$ cat config.mk
export PLATFORM = sky130hd
export DESIGN_NAME = lmr_router
export DESIGN_NICKNAME = d
export VERILOG_FILES = /design/src/rtl/lmr_pkg.sv /design/src/rtl/lmr_cfg_regs.sv /design/src/rtl/lmr_row_decode.sv /design/src/rtl/lmr_attr_route.sv /design/src/rtl/lmr_router.sv
export SDC_FILE = /design/constraint.sdc
export NUM_CORES = 1
export LEC_CHECK = 0
export BUFFER_PORTS_ARGS = -buffer_cell sky130_fd_sc_hd__buf_4
export CAP_MARGIN = 0
export CORE_MARGIN = 5
export CORE_UTILIZATION = 45
export CTS_CLUSTER_DIAMETER = 50
export DETAILED_ROUTE_END_ITERATION = 8
export PLACE_DENSITY = 0.66
export SLEW_MARGIN = 0
export SYNTH_ARGS = -nofsm -noshare
export SYNTH_HDL_FRONTEND = slang
export SYNTH_SLANG_ARGS = --single-unit
export TNS_END_PERCENT = 20
$ cat constraint.sdc
create_clock -name clk_i -period 1.92 [get_ports clk_i]
set_input_delay 0.096 -clock clk_i [delete_from_list [all_inputs] [get_ports clk_i]]
set_output_delay 0.096 -clock clk_i [all_outputs]
set_load 0.03 [all_outputs]
$ cat src/rtl/lmr_pkg.sv
package lmr_pkg;
  typedef enum logic [1:0] {
    ATTR_IO = 2'b00,
    ATTR_RD = 2'b01,
    ATTR_WR = 2'b10,
    ATTR_RW = 2'b11
  } attr_e;

  typedef enum logic [1:0] {
    HOLE_NONE = 2'b00,
    HOLE_LOW  = 2'b01,
    HOLE_HIGH = 2'b10,
    HOLE_RSVD = 2'b11
  } hole_e;

  localparam int NUM_ATTR  = 13;
  localparam int ATTR_REGS = 7;
  localparam int BLK_SHIFT = 14;  // 16 KB attribute slice granularity
endpackage

$ cat src/rtl/lmr_cfg_regs.sv
module lmr_cfg_regs
  import lmr_pkg::*;
#(
  parameter int NUM_ROWS = 8,
  parameter int BND_W    = 8,
  parameter int CFG_AW   = 5
) (
  input  logic                               clk_i,
  input  logic                               rst_ni,
  input  logic                               we_i,
  input  logic [CFG_AW-1:0]                  sel_i,
  input  logic [7:0]                         data_i,
  output logic [NUM_ATTR-1:0][1:0]           attr_o,
  output logic [NUM_ROWS-1:0][BND_W-1:0]     bnd_o,
  output hole_e                              hole_o
);
  localparam int BND_BASE = 8;
  localparam int HOLE_IDX = BND_BASE + NUM_ROWS;

  logic [NUM_ATTR-1:0][1:0]       attr_q;
  logic [NUM_ROWS-1:0][BND_W-1:0] bnd_q;
  hole_e                          hole_q;

  always_ff @(posedge clk_i or negedge rst_ni) begin
    if (!rst_ni) begin
      attr_q <= '0;
      bnd_q  <= '0;
      hole_q <= HOLE_NONE;
    end else if (we_i) begin
      if (sel_i == CFG_AW'(0)) attr_q[0] <= data_i[5:4];
      for (int k = 1; k < ATTR_REGS; k++) begin
        if (sel_i == CFG_AW'(k)) begin
          attr_q[2*k-1] <= data_i[1:0];
          attr_q[2*k]   <= data_i[5:4];
        end
      end
      for (int n = 0; n < NUM_ROWS; n++) begin
        if (sel_i == CFG_AW'(BND_BASE + n)) bnd_q[n] <= data_i[BND_W-1:0];
      end
      if (sel_i == CFG_AW'(HOLE_IDX)) hole_q <= hole_e'(data_i[7:6]);
    end
  end

  assign attr_o = attr_q;
  assign bnd_o  = bnd_q;
  assign hole_o = hole_q;


  bnd_load_chk: assert property (@(posedge clk_i) disable iff (!rst_ni)
    (we_i && sel_i == CFG_AW'(BND_BASE)) |=> (bnd_o[0] == $past(data_i[BND_W-1:0])));


  hole_load_chk: assert property (@(posedge clk_i) disable iff (!rst_ni)
    (we_i && sel_i == CFG_AW'(HOLE_IDX)) |=> (hole_o == hole_e'($past(data_i[7:6]))));


  idle_hold_chk: assert property (@(posedge clk_i) disable iff (!rst_ni)
    !we_i |=> ($stable(attr_o) && $stable(bnd_o) && $stable(hole_o)));
endmodule

$ cat src/rtl/lmr_row_decode.sv
module lmr_row_decode #(
  parameter int NUM_ROWS = 8,
  parameter int BND_W    = 8,
  parameter int HI_W     = 9,
  localparam int ROW_W   = $clog2(NUM_ROWS)
) (
  input  logic                           clk_i,
  input  logic                           rst_ni,
  input  logic [HI_W-1:0]                addr_hi_i,
  input  logic [NUM_ROWS-1:0][BND_W-1:0] bnd_i,
  output logic [ROW_W-1:0]               row_o,
  output logic                           in_range_o
);
  logic [NUM_ROWS-1:0] below;

  for (genvar n = 0; n < NUM_ROWS; n++) begin : g_cmp
    assign below[n] = addr_hi_i < HI_W'(bnd_i[n]);
  end

  // lowest matching row wins, so empty rows are skipped
  always_comb begin
    row_o = '0;
    for (int n = NUM_ROWS - 1; n >= 0; n--) begin
      if (below[n]) row_o = ROW_W'(n);
    end
  end

  assign in_range_o = below[NUM_ROWS-1];


  row_below_chk: assert property (@(posedge clk_i) disable iff (!rst_ni)
    in_range_o |-> (addr_hi_i < HI_W'(bnd_i[row_o])));


  row_lowest_chk: assert property (@(posedge clk_i) disable iff (!rst_ni)
    (in_range_o && row_o != '0) |-> (addr_hi_i >= HI_W'(bnd_i[row_o - ROW_W'(1)])));


  range_edge_chk: assert property (@(posedge clk_i) disable iff (!rst_ni)
    !in_range_o |-> (addr_hi_i >= HI_W'(bnd_i[NUM_ROWS-1])));
endmodule

$ cat src/rtl/lmr_attr_route.sv
module lmr_attr_route
  import lmr_pkg::*;
#(
  parameter int ADDR_W = 32,
  localparam int BLK_W = ADDR_W - BLK_SHIFT
) (
  input  logic                     clk_i,
  input  logic                     rst_ni,
  input  logic [BLK_W-1:0]         blk_i,    // address in 16 KB units
  input  logic                     write_i,
  input  logic [NUM_ATTR-1:0][1:0] attr_i,
  input  hole_e                    hole_i,
  output logic                     dram_ok_o
);
  logic       legacy, f_seg, hole_hit;
  logic [3:0] fld_idx;
  logic [1:0] fld;

  // 0xC0000..0xFFFFF: bits [19:18] of the byte address both set
  assign legacy  = (blk_i[BLK_W-1:6] == '0) && (blk_i[5:4] == 2'b11);
  assign f_seg   = legacy && (blk_i[3:2] == 2'b11);
  assign fld_idx = f_seg ? 4'd0 : blk_i[3:0] + 4'd1;
  assign fld     = attr_i[fld_idx];

  // low hole: 128 KB block 4; high hole: 1 MB block 15
  always_comb begin
    unique case (hole_i)
      HOLE_LOW:  hole_hit = (blk_i[BLK_W-1:3] == (BLK_W-3)'(4));
      HOLE_HIGH: hole_hit = (blk_i[BLK_W-1:6] == (BLK_W-6)'(15));
      default:   hole_hit = 1'b0;
    endcase
  end

  assign dram_ok_o = legacy ? (write_i ? fld[1] : fld[0]) : !hole_hit;


  fseg_io_chk: assert property (@(posedge clk_i) disable iff (!rst_ni)
    (blk_i[BLK_W-1:2] == (BLK_W-2)'(15) && attr_i[0] == ATTR_IO) |-> !dram_ok_o);


  fseg_rw_chk: assert property (@(posedge clk_i) disable iff (!rst_ni)
    (blk_i[BLK_W-1:2] == (BLK_W-2)'(15) && attr_i[0] == ATTR_RW) |-> dram_ok_o);


  hole_high_chk: assert property (@(posedge clk_i) disable iff (!rst_ni)
    (hole_i == HOLE_HIGH && blk_i[BLK_W-1:6] == (BLK_W-6)'(15)) |-> !dram_ok_o);
endmodule

$ cat src/rtl/lmr_router.sv
module lmr_router
  import lmr_pkg::*;
#(
  parameter int ADDR_W     = 32,
  parameter int NUM_ROWS   = 8,
  parameter int BND_W      = 8,
  parameter int UNIT_SHIFT = 23,  // 8 MB boundary unit
  parameter int CFG_AW     = 5,
  localparam int ROW_W     = $clog2(NUM_ROWS),
  localparam int HI_W      = ADDR_W - UNIT_SHIFT
) (
  input  logic              clk_i,
  input  logic              rst_ni,
  input  logic              acc_valid_i,
  input  logic [ADDR_W-1:0] acc_addr_i,
  input  logic              acc_write_i,
  input  logic              cfg_we_i,
  input  logic [CFG_AW-1:0] cfg_sel_i,
  input  logic [7:0]        cfg_data_i,
  output logic              to_dram_o,
  output logic [ROW_W-1:0]  row_o,
  output logic              out_of_range_o
);
  logic [NUM_ATTR-1:0][1:0]       attr;
  logic [NUM_ROWS-1:0][BND_W-1:0] bnd;
  hole_e                          hole;
  logic [ROW_W-1:0]               row;
  logic                           in_range, dram_ok;

  lmr_cfg_regs #(
    .NUM_ROWS(NUM_ROWS), .BND_W(BND_W), .CFG_AW(CFG_AW)
  ) u_cfg (
    .clk_i (clk_i),
    .rst_ni(rst_ni),
    .we_i  (cfg_we_i),
    .sel_i (cfg_sel_i),
    .data_i(cfg_data_i),
    .attr_o(attr),
    .bnd_o (bnd),
    .hole_o(hole)
  );

  lmr_row_decode #(
    .NUM_ROWS(NUM_ROWS), .BND_W(BND_W), .HI_W(HI_W)
  ) u_rows (
    .clk_i     (clk_i),
    .rst_ni    (rst_ni),
    .addr_hi_i (acc_addr_i[ADDR_W-1:UNIT_SHIFT]),
    .bnd_i     (bnd),
    .row_o     (row),
    .in_range_o(in_range)
  );

  lmr_attr_route #(.ADDR_W(ADDR_W)) u_route (
    .clk_i    (clk_i),
    .rst_ni   (rst_ni),
    .blk_i    (acc_addr_i[ADDR_W-1:BLK_SHIFT]),
    .write_i  (acc_write_i),
    .attr_i   (attr),
    .hole_i   (hole),
    .dram_ok_o(dram_ok)
  );

  assign to_dram_o      = acc_valid_i && in_range && dram_ok;
  assign out_of_range_o = acc_valid_i && !in_range;
  assign row_o          = (acc_valid_i && in_range) ? row : '0;


  idle_quiet_chk: assert property (@(posedge clk_i) disable iff (!rst_ni)
    !acc_valid_i |-> (!to_dram_o && !out_of_range_o && row_o == '0));


  route_excl_chk: assert property (@(posedge clk_i) disable iff (!rst_ni)
    !(to_dram_o && out_of_range_o));


  plain_dram_chk: assert property (@(posedge clk_i) disable iff (!rst_ni)
    (acc_valid_i && !out_of_range_o && acc_addr_i >= ADDR_W'(32'h0010_0000)
     && acc_addr_i < ADDR_W'(32'h00F0_0000)) |-> to_dram_o);
endmodule

* After elaboration in Yosys (flattened, before gate mapping) *
Cells that the tools add are included.
Widths: inputs -> output; s select.

operators by class
  add/subtract/negate cells = 1
  magnitude comparators = 9
  eq/ne operators = 21
  mux-type cells = 15
  reductions and logical operators = 25

operators with widths
  operator             number
  $lt 9x8->1           8
  $eq 5x4->1 const B   8
  $reduce_and 2->1     16
  $mux 3               9
  $eq 15x3->1 const B  1
  $eq 5x3->1 const B   3
  $eq 12x4->1 const B  1
  $logic_not 12->1     1
  $eq 5x2->1 const B   2
  $bmux 2 s4           1
  $eq 2x2->1 const B   3
  $eq 5x1->1 const B   1
  $eq 5x5->1 const B   1
  $logic_and 1x1->1    5
  $logic_not 5->1      1
  $lt 4x5->1 const B   1
  $add 4x1->4 const B  1
  $mux 4               1
  $eq 2x1->1 const B   1
  $logic_not 1->1      2
  $mux 1               2
  $mux 2               1
  $pmux 1 s2           1

word-level totals
  register bits = 92
  logic and storage cells = 93

* Longest topological paths before layout *
  depth after elaboration = 10
  mapped depth = 9

* By module *
A second synthesis with hierarchy kept.

unflattened totals
  cells, all modules = 523
  area total of the unflattened synthesis = 5724.2 µm²

modules (own cells, without submodules)
  module          instances  cells each  area each (µm²)  seq. area each (µm²)
  lmr_cfg_regs    1          216         3520.9           2302.2
  lmr_row_decode  1          209         1516.5           0.0
  lmr_attr_route  1          93          655.6            0.0
  lmr_router      1          5           31.3             0.0

* Worst setup path after synthesis *
Ideal clock, no wire load.

  kind = flip-flop to output port
  from = reg u_cfg.bnd_q, in the netlist u_cfg.bnd_o[61]
  to = out row_o[2]
  arrival time = 2621 ps
  slack = -797 ps
  stages on the path, launching flop included = 10
  cells stage by stage = dfrtp_1 inv_1 ha_1 a21o_1 a21o_1 a211oi_1 o31a_1 nand2_1 nand3b_1 nor4_1

on the way
  cells in the longest elaborated chain, start to end = 10

RTL lines
  item                               RTL line              source
  from (decl)                        lmr_cfg_regs.sv:21    logic [NUM_ROWS-1:0][BND_W-1:0] bnd_q;
  from (signal, indexed assignment)  lmr_cfg_regs.sv:38    if (sel_i == CFG_AW'(BND_BASE + n)) bnd_q[n] <= data_i[BND_W-1:0];
  $lt 9x8->1 (*)                     lmr_row_decode.sv:17  assign below[n] = addr_hi_i < HI_W'(bnd_i[n]);
  $mux 3 (8 in series)               lmr_row_decode.sv:24  if (below[n]) row_o = ROW_W'(n);
  $mux 3 (*)                         lmr_router.sv:66      assign row_o = (acc_valid_i && in_range) ? row : '0;
  to (decl)                          lmr_router.sv:21      output logic [ROW_W-1:0] row_o,

Mark *: on every way between the ends. The rest lies on a longest branch, timed or not.

* Final worst setup path *
Ends and elaborated chain as after synthesis.

==> impl_metrics.env <==
export IMPL_worstPathRequired_ns=1.82
export IMPL_ys_seq_area_frac=0.413
export IMPL_grt_pass1_vias=4444
export IMPL_row_count=40
export IMPL_die_area_sq_um=14700
export IMPL_clkLatencyLatePin_ns=0.34
export IMPL_routed_wl_um=13400
export IMPL_grt_antenna_before_repair=0
export IMPL_violations="setup timing"
export IMPL_pwr_density_cell_nw_per_um2=915
export IMPL_cp_cell_sequence="inv_2, ha_4, a21o_1, a21o_1, a211oi_2, o31a_1, nand2_1, nand3b_1, buf_4, nor4_4, buf_6"
export IMPL_cellLeakagePower_nw=3.29
export IMPL_avgSynthCellArea_sq_um=10.3
export IMPL_die_w_um=121
export IMPL_cpMostUsedCell="a21o_1"
export IMPL_drc=0
export IMPL_hold_start="cfg_data_i[3]"
export IMPL_cp_arrival_ns=2.54
export IMPL_firstDrtPassIters=4
export IMPL_syn_area_sq_um=5570
export IMPL_synthCells=541
export IMPL_worstReg2RegEnd="u_cfg.attr_o[0]"
export IMPL_tightestPinTransition_ns=0.483
export IMPL_layout_nets=734
export IMPL_cpLargestDelayFamily="compound AO/OA/AOI/OAI gates"
export IMPL_max_freq_mhz=379
export IMPL_core_region_area_sq_um=12100
export IMPL_synth_ff_type="dfrtp_1"
export IMPL_path_class="reg2out"
export IMPL_whs_ns=0.0266
export IMPL_drv_cap=0
export IMPL_fin_worst_skew_ns=0
export IMPL_n_antenna_cell=0
export IMPL_die_y_um=121
export IMPL_r2r_start="u_cfg.attr_o[0]"
export IMPL_hold_path_class="in2reg"
export IMPL_ant_nets=0
export IMPL_fin_crit_sh=1.37
export IMPL_setup_tns_ns=-2.95
export IMPL_vias_per_cell=5.38
export IMPL_nFillCells=1031
export IMPL_slowest_stage="dfrtp_1"
export IMPL_synth_edf_count=0
export IMPL_cp_max_fo=3
export IMPL_htreeDepth=3
export IMPL_r2r_cells=1
export IMPL_clk_path_buf_depth=2
export IMPL_synthArstFlopShare=1.00
export IMPL_ios=55
export IMPL_setup_viol=5
export IMPL_final_layout_size_suffix_gt1_frac=0.292
export IMPL_numCtsBuffers=9
export IMPL_layout_common_cells="92 x dfrtp_1, 87 x buf_4, 59 x inv_1"
export IMPL_clk_pin_slew_ns=0.07
export IMPL_layout_commonest_cell="dfrtp_1"
export IMPL_setup_ws_ns=-0.715
export IMPL_holdPathEnd="u_cfg.bnd_o[59]"
export IMPL_min_path_cells=3
export IMPL_fin_crit_ns=2.64
export IMPL_crit_path_max_incr_delay_ns=0.37
export IMPL_end_kind="primary output"
export IMPL_grt_max_degree=50
export IMPL_dpl_cell_area_sq_um=6410
export IMPL_rsz0062_at_grt="yes"
export IMPL_io_buffers=40
export IMPL_final_area_sq_um=6810
export IMPL_cts_tree="yes"
export IMPL_globalRoute_totalOverflow=0
export IMPL_cts_num_sinks=92
export IMPL_crit_start="u_cfg.bnd_o[61]"
export IMPL_worst_r2r_setup_slack_ns=1.12
export IMPL_vias=4290
export IMPL_gp_congestion=0.839
export IMPL_slew_violations=0
export IMPL_wl_per_cell_um=16.8
export IMPL_root_buffer="clkbuf_16"
export IMPL_ir_drop_v=0.000521
export IMPL_initial_utilization=0.462
export IMPL_crit_path_start_kind="flip-flop"
export IMPL_status="finished with violations"
export IMPL_ys_types=60
export IMPL_synthesis_nets=650
export IMPL_grt_pass1_wl_um=22100
export IMPL_syn2layout_area_growth_pct=22.1
export IMPL_ys_seq_elements=92
export IMPL_path_buf_inv=3
export IMPL_dpl_hpwl_um=10100
export IMPL_finalHoldViolCount=0
export IMPL_grtUsageTotal=0.192
export IMPL_slew_headroom=0.677
export IMPL_drt_iter0_drc=244
export IMPL_yosys_warnings=0
==> power by group <==
group / switching, W / internal [W] / leakage (nW) / total, W
combinational: 0.000896 / 0.000878 / 2.01 / 0.00177
sequential: 0.000168 / 0.00234 / 1.12 / 0.00251
clock: 0.000795 / 0.00115 / 0.152 / 0.00194
total: 0.00186 / 0.00437 / 3.29 / 0.00623
==> cells in the mapped netlist, types with 4 or more instances <==
| cell type | count | area [sq um] |
|---|---|---|
| o31a_1 | 4 | 35.0 |
| and3_1 | 4 | 25.0 |
| nor4_1 | 4 | 25.0 |
| a21o_1 | 19 | 143 |
| nand2b_1 | 10 | 62.6 |
| mux2i_1 | 6 | 60.1 |
| nor3_1 | 4 | 20.0 |
| nor2_1 | 10 | 37.5 |
| buf_2 | 5 | 25.0 |
| nand2_1 | 55 | 206 |
| o211ai_1 | 4 | 30.0 |
| a21oi_1 | 8 | 40.0 |
| o21ai_0 | 20 | 100 |
| nor2b_1 | 6 | 37.5 |
| clkbuf_1 | 12 | 45.0 |
| o21ai_1 | 24 | 120 |
| dfrtp_1 | 92 | 2300 |
| inv_1 | 60 | 225 |
| ha_1 | 59 | 738 |
| a211oi_1 | 12 | 90.1 |
| mux2_1 | 4 | 45.0 |
| mux2_2 | 54 | 608 |
| nand3_1 | 10 | 50.1 |
==> cell families (layout without fill, tap and decap cells) <==
group,count (synthesis),after routing,share of synthesized area
adders and majority gates,59,59,0.132
and+or+nand+nor,128,128,0.124
DFF,92,92,0.413
AOI/OAI and AO/OA,116,116,0.137
muxes,65,65,0.132
buffers and inverters,81,170,0.0611
==> cell type report <==
cell class / count / area (sq um) / share of cell area
repair buffers: 94 / 739 / 0.109
inverters: 60 / 225 / 0.0331
well taps: 168 / 210 / 0.0309
multi-input cells: 368 / 3010 / 0.442
clock buffers: 9 / 225 / 0.0331
flip-flops and latches: 92 / 2300 / 0.338
clock inverters: 7 / 97.6 / 0.0143
==> worst max path at each step <==
stage	end	slack (ns)	cells after the start
floorplan	row_o[2]	-0.28	9
global placement	row_o[1]	-0.33	11
detailed placement	row_o[1]	-0.39	11
CTS	row_o[1]	-0.72	10
global route	row_o[2]	-0.84	11
finish	row_o[2]	-0.72	11
==> flip-flops by register name, summed over array words and instances, names as in the netlist <==
signal / flops
u_cfg.attr_o: 26
u_cfg.bnd_o: 64
u_cfg.hole_o: 2
==> timing repair <==
| item | 4_1_cts | 5_1_grt |
|---|---|---|
| setup endpoints to repair | 5 | 5 |
| pin swaps | 3 | 1 |
| buffers inserted | 0 | 2 |
| endpoints found under the hold margin | 22 | 0 |
| resized for setup | 6 | 5 |
| hold buffers | 1 | 0 |
==> per-layer routing <==
layer | GRT usage | routed length [um] | vias up
li1 | - | - | 2097
met1 | 0.258 | 6320 | 2108
met2 | 0.312 | 6390 | 70
met3 | 0.0322 | 430 | 15
met4 | 0.0658 | 250 | 0
met5 | 0 | 0 | -
==> per-stage QoR <==
| stage | util | power [W] | cells | worst slack [ns] |
|---|---|---|---|---|
| 4_1_cts | 0.561 | 0.00626 | 796 | -0.716 |
| 2_1_floorplan | - | 0.00365 | 541 | -0.281 |
| 3_3_place_gp | 0.531 | 0.00417 | 779 | -0.332 |
| 3_5_place_dp | 0.531 | 0.00428 | 779 | -0.393 |
| 5_1_grt | 0.564 | 0.00662 | 798 | -0.835 |
| 6_report | 0.564 | 0.00623 | 798 | -0.715 |
Note: power is estimated with default switching activity, not from simulation.
